## src/rtl/bsd_pkg.sv

```systemverilog
package bsd_pkg;
  localparam int ADDR_W_DEF = 22;
  localparam int BANK_W_DEF = 2;
  localparam int MAIN_W_DEF = 15;
  localparam int BOOT_W_DEF = 13;
  localparam int WP_N_DEF   = 2;

  typedef enum logic [1:0] {
    DENY_NONE = 2'd0,
    DENY_ACC  = 2'd1,
    DENY_PIN  = 2'd2,
    DENY_SOFT = 2'd3
  } deny_e;
endpackage

```

## src/rtl/bsd_addr_decode.sv

```systemverilog
module bsd_addr_decode #(
  parameter int ADDR_W = 22,
  parameter int BANK_W = 2,
  parameter int MAIN_W = 15,
  parameter int BOOT_W = 13,
  parameter int SECT_W = 8
) (
  input  logic [ADDR_W-1:0] addr,
  output logic [BANK_W-1:0] bank_d,
  output logic [SECT_W-1:0] sector_d
);
  localparam int SLOT_W   = ADDR_W - MAIN_W;
  localparam int SUB_W    = MAIN_W - BOOT_W;
  localparam int BOOT_N   = 1 << SUB_W;
  localparam int SLOTS    = 1 << SLOT_W;
  localparam int TOP_BASE = BOOT_N + SLOTS - 2;

  function automatic logic [SECT_W-1:0] sector_of(input logic [ADDR_W-1:0] a);
    logic [SLOT_W-1:0] slot;
    logic [SUB_W-1:0]  sub;
    slot = a[ADDR_W-1:MAIN_W];
    sub  = a[MAIN_W-1:BOOT_W];
    if (slot == '0)
      sector_of = SECT_W'(sub);
    else if (slot == '1)
      sector_of = SECT_W'(TOP_BASE) + SECT_W'(sub);
    else
      sector_of = SECT_W'(slot) + SECT_W'(BOOT_N - 1);
  endfunction

  function automatic logic [BANK_W-1:0] bank_of(input logic [ADDR_W-1:0] a);
    bank_of = a[ADDR_W-1 -: BANK_W];
  endfunction

  always_comb begin
    bank_d   = bank_of(addr);
    sector_d = sector_of(addr);
  end
endmodule

```

## src/rtl/bsd_protect.sv

```systemverilog
module bsd_protect
  import bsd_pkg::*;
#(
  parameter int SECT_W   = 8,
  parameter int NUM_SECT = 134,
  parameter int WP_N     = 2,
  parameter bit TOP_BOOT = 1'b0
) (
  input  logic [SECT_W-1:0]   sector,
  input  logic [NUM_SECT-1:0] lock_map,
  input  logic                wp_n,
  input  logic                acc_n,
  output logic                pin_sector,
  output deny_e               deny,
  output logic                write_ok
);
  generate
    if (TOP_BOOT) begin : g_top
      assign pin_sector = (sector >= SECT_W'(NUM_SECT - WP_N)) && (sector < SECT_W'(NUM_SECT));
    end else begin : g_bottom
      assign pin_sector = (sector < SECT_W'(WP_N));
    end
  endgenerate

  always_comb begin
    if (!acc_n)
      deny = DENY_ACC;
    else if (!wp_n && pin_sector)
      deny = DENY_PIN;
    else if (lock_map[sector])
      deny = DENY_SOFT;
    else
      deny = DENY_NONE;
    write_ok = (deny == DENY_NONE);
  end
endmodule

```

## src/rtl/bsd_bank_busy.sv

```systemverilog
module bsd_bank_busy #(
  parameter int BANK_W = 2
) (
  input  logic [BANK_W-1:0] bank,
  input  logic              busy,
  input  logic [BANK_W-1:0] busy_bank,
  output logic              read_conflict
);
  always_comb read_conflict = busy && (bank == busy_bank);
endmodule

```

## src/rtl/banked_sector_decoder.sv

```systemverilog
module banked_sector_decoder
  import bsd_pkg::*;
#(
  parameter int ADDR_W   = ADDR_W_DEF,
  parameter int BANK_W   = BANK_W_DEF,
  parameter int MAIN_W   = MAIN_W_DEF,
  parameter int BOOT_W   = BOOT_W_DEF,
  parameter int WP_N     = WP_N_DEF,
  parameter bit TOP_BOOT = 1'b0,
  parameter int NUM_SECT = 2 * (1 << (MAIN_W - BOOT_W)) + (1 << (ADDR_W - MAIN_W)) - 2,
  parameter int SECT_W   = $clog2(NUM_SECT)
) (
  input  logic                clk,
  input  logic                rst_n,
  input  logic [ADDR_W-1:0]   addr,
  input  logic                addr_valid,
  input  logic                wp_n,
  input  logic                acc_n,
  input  logic [NUM_SECT-1:0] lock_map,
  input  logic                busy,
  input  logic [BANK_W-1:0]   busy_bank,
  output logic [BANK_W-1:0]   bank,
  output logic [SECT_W-1:0]   sector,
  output logic                write_ok,
  output logic                read_conflict
);
  logic [BANK_W-1:0] dec_bank;
  logic [SECT_W-1:0] dec_sector;
  logic              pin_sector;
  deny_e             deny;

  bsd_addr_decode #(
    .ADDR_W(ADDR_W), .BANK_W(BANK_W), .MAIN_W(MAIN_W),
    .BOOT_W(BOOT_W), .SECT_W(SECT_W)
  ) u_decode (
    .addr     (addr),
    .bank_d   (dec_bank),
    .sector_d (dec_sector)
  );

  always_ff @(posedge clk or negedge rst_n) begin
    if (!rst_n) begin
      bank   <= '0;
      sector <= '0;
    end else if (addr_valid) begin
      bank   <= dec_bank;
      sector <= dec_sector;
    end
  end

  bsd_protect #(
    .SECT_W(SECT_W), .NUM_SECT(NUM_SECT), .WP_N(WP_N), .TOP_BOOT(TOP_BOOT)
  ) u_protect (
    .sector     (sector),
    .lock_map   (lock_map),
    .wp_n       (wp_n),
    .acc_n      (acc_n),
    .pin_sector (pin_sector),
    .deny       (deny),
    .write_ok   (write_ok)
  );

  bsd_bank_busy #(.BANK_W(BANK_W)) u_busy (
    .bank          (bank),
    .busy          (busy),
    .busy_bank     (busy_bank),
    .read_conflict (read_conflict)
  );
endmodule

```

## config.mk

```make
export PLATFORM = sky130hd
export DESIGN_NAME = banked_sector_decoder
export DESIGN_NICKNAME = d
export VERILOG_FILES = /design/src/rtl/bsd_pkg.sv /design/src/rtl/bsd_addr_decode.sv /design/src/rtl/bsd_protect.sv /design/src/rtl/bsd_bank_busy.sv /design/src/rtl/banked_sector_decoder.sv
export SDC_FILE = /design/constraint.sdc
export NUM_CORES = 1
export LEC_CHECK = 0
export BUFFER_PORTS_ARGS = -buffer_cell sky130_fd_sc_hd__buf_2
export CORE_ASPECT_RATIO = 1.5
export CORE_MARGIN = 8
export CORE_UTILIZATION = 30
export DETAILED_ROUTE_END_ITERATION = 10
export GPL_ROUTABILITY_DRIVEN = 0
export HOLD_SLACK_MARGIN = 0.03
export PLACE_DENSITY = 0.67
export REMOVE_ABC_BUFFERS = 1
export SLEW_MARGIN = 20
export SYNTH_ARGS = -nofsm -noshare
export SYNTH_HDL_FRONTEND = slang
export SYNTH_HIERARCHICAL = 1
export SYNTH_SLANG_ARGS = --single-unit
```

## constraint.sdc

```tcl
create_clock -name clk -period 5.3 [get_ports clk]
set_clock_uncertainty 0.15 [all_clocks]
set_input_delay 1.06 -clock clk [delete_from_list [all_inputs] [get_ports clk]]
set_output_delay 1.06 -clock clk [all_outputs]
set_load 0.1 [all_outputs]
```

==> reports/results.ini <==
[pwr]
combinationalPowerShare = 0.629
p_leak_nw = 1.37
ir_drop_mv = 0.0746
p_clk_frac = 0.157
p_switching_mw = 0.257
finalPower_mw = 0.589
cellPowerDensity_mw_per_mm2 = 210
p_int_mw = 0.332
seqPwrFrac = 0.215
switching_share = 0.436

[clock_network]
cts_setup_buffers = 0
clock-sinks = 10
cts_buffer_depth = 2
cts-root-buf = clkbuf_8
cts_buffers = 3
hold_buffers = 0
cts.repair.resized = 0
ctsHtreeMaxLevel = 1
tritoncts = built
clock_latency_ns = 0.23
clkTransAtPathRegs_ns = 0.05

[critical_path]
required_ns = 4.09
rr_startpoint = sector[1]
crit_fanout = 17
criticalPathCategory = reg -> out
r2r_setup_slack_ns = 3.74
cp-start-kind = register
cp.arrival_ns = 3.23
end_kind = output port
rr_endpoint = sector[1]
rr_worst_depth = 2

[floorplan]
start_util = 0.310
io_pins = 176
rows = 35
dieHeight_um = 114
core-area_sq_mm = 0.00617
fp.dieW_um = 81.2
dieArea_sq_mm = 0.00925

[timing]
fmax_mhz = 225
tightest_slew_ns = 0.822
finalSetupViolations = 0
grt_setup_unrepaired = false
period_share = 0.837
hold_viol = 0
max_slew_margin = 0.452
setup_ws_ns = 0.862
slew_violations = 0
min_period_ns = 4.44

[route]
wire_per_inst_um = 18.5
routed_wl_um = 7180
viasPerCell = 5.20
vias = 2016
dr.pass1.iters = 4
drtIter0Drc = 61
drc_errors = 0
ant_nets = 0

[global_route]
antenna_found_initial = 1
grt_max_degree = 20
grt_pass1_vias = 2301
grt_pass1_wl_um = 11000
grt_use_total = 0.148
grt_remaining_overflow = 0

[status]
status = complete, no violations

[layout]
diodes = 0
design_area_sq_mm = 0.00281
drive_gt1_frac = 0.707
area_growth_pct = 46.6
nNetsFinal = 481
fill_cells = 617

[placed_design]
pre_cts_slack_ns = 0.906
place_hpwl_um = 6380
portBuffers = 162
dpl_cell_area_sq_mm = 0.00275

[synth]
synthCells = 157
syn_avg_cell_area_sq_um = 12.2
synth_area_sq_mm = 0.00192
ys_warn_count = 6

[hold_path]
min-delay-path-class = reg -> reg
worstHoldPathCells = 1
holdCritStartpoint = bank[1]
hold_path_end = bank[1]

[flow_run]
max-cap-violations = 0

-- worst max-delay path, stage by stage, from the launching register on --
cell      delay (ns)
dfrtp_1         0.87
buf_4           0.31
mux4_1          0.29
mux4_2          0.48
nand2b_4        0.16
a311oi_4        0.25
o311a_1         0.19
buf_2           0.44
-- flip-flops by register name, indices dropped and copies added (netlist names) --
| register | count |
|---|---|
| sector | 8 |
| bank | 2 |
-- power groups by stage --
stage	sequential (mW)	clock, mW	combinational, mW
final	0.126	0.0922	0.370
after global placement	0.129	0	0.367
after CTS	0.129	0.0943	0.373
after global routing	0.133	0.0990	0.393
after detailed placement	0.130	0	0.373
after floorplan	0.195	0	0.191
-- per-stage QoR --
stage	util	hold slack, ns	instances	setup TNS [ns]
after floorplan	-	0.614	144	-0.233
after global placement	0.446	0.394	384	0
after detailed placement	0.446	0.411	384	0
after CTS	0.455	0.422	388	0
after global routing	0.455	0.434	388	0
final	0.455	0.416	388	0
-- layout by cell type, fill, tap and decap left out, drive strengths merged, types with 3 or more instances in the layout --
master  instances
buf           166
clkbuf          4
dfrtp          10
inv             6
mux2           14
mux2i           8
mux4           33
nand2           5
nand3           3
nor2            9
nor2b           5
nor3            4
o21ai           8
xnor2           3
xor2            3
-- per-layer routing --
metal  vias to the layer above  share of wire  global-route usage
li1                        967              -                   -
met1                       954           0.34               0.148
met2                        85           0.56               0.290
met3                         8          0.085              0.0362
met4                         2          0.011              0.0311
met5                         -         0.0011                   0
-- worst max path at each step --
| stage | from | end | slack [ns] | depth (start not counted) |
|---|---|---|---|---|
| 2_1_floorplan | sector[0] | write_ok | -0.23 | 5 |
| 3_3_place_gp | lock_map[61] | write_ok | 0.92 | 7 |
| 3_5_place_dp | lock_map[61] | write_ok | 0.91 | 7 |
| 4_1_cts | sector[1] | write_ok | 0.78 | 7 |
| 5_1_grt | sector[1] | write_ok | 0.66 | 7 |
| 6_report | sector[1] | write_ok | 0.86 | 7 |
-- final cells by class --
| type | count | area [sq um] | share of cell area |
|---|---|---|---|
| multi-input cells | 128 | 1550 | 0.550 |
| clock buffers | 4 | 55.1 | 0.0196 |
| inverters | 6 | 22.5 | 0.00802 |
| well taps | 74 | 92.6 | 0.0330 |
| flip-flops and latches | 10 | 251 | 0.0896 |
| repair buffers | 166 | 841 | 0.299 |
Note: power is estimated with default switching activity, not from simulation.
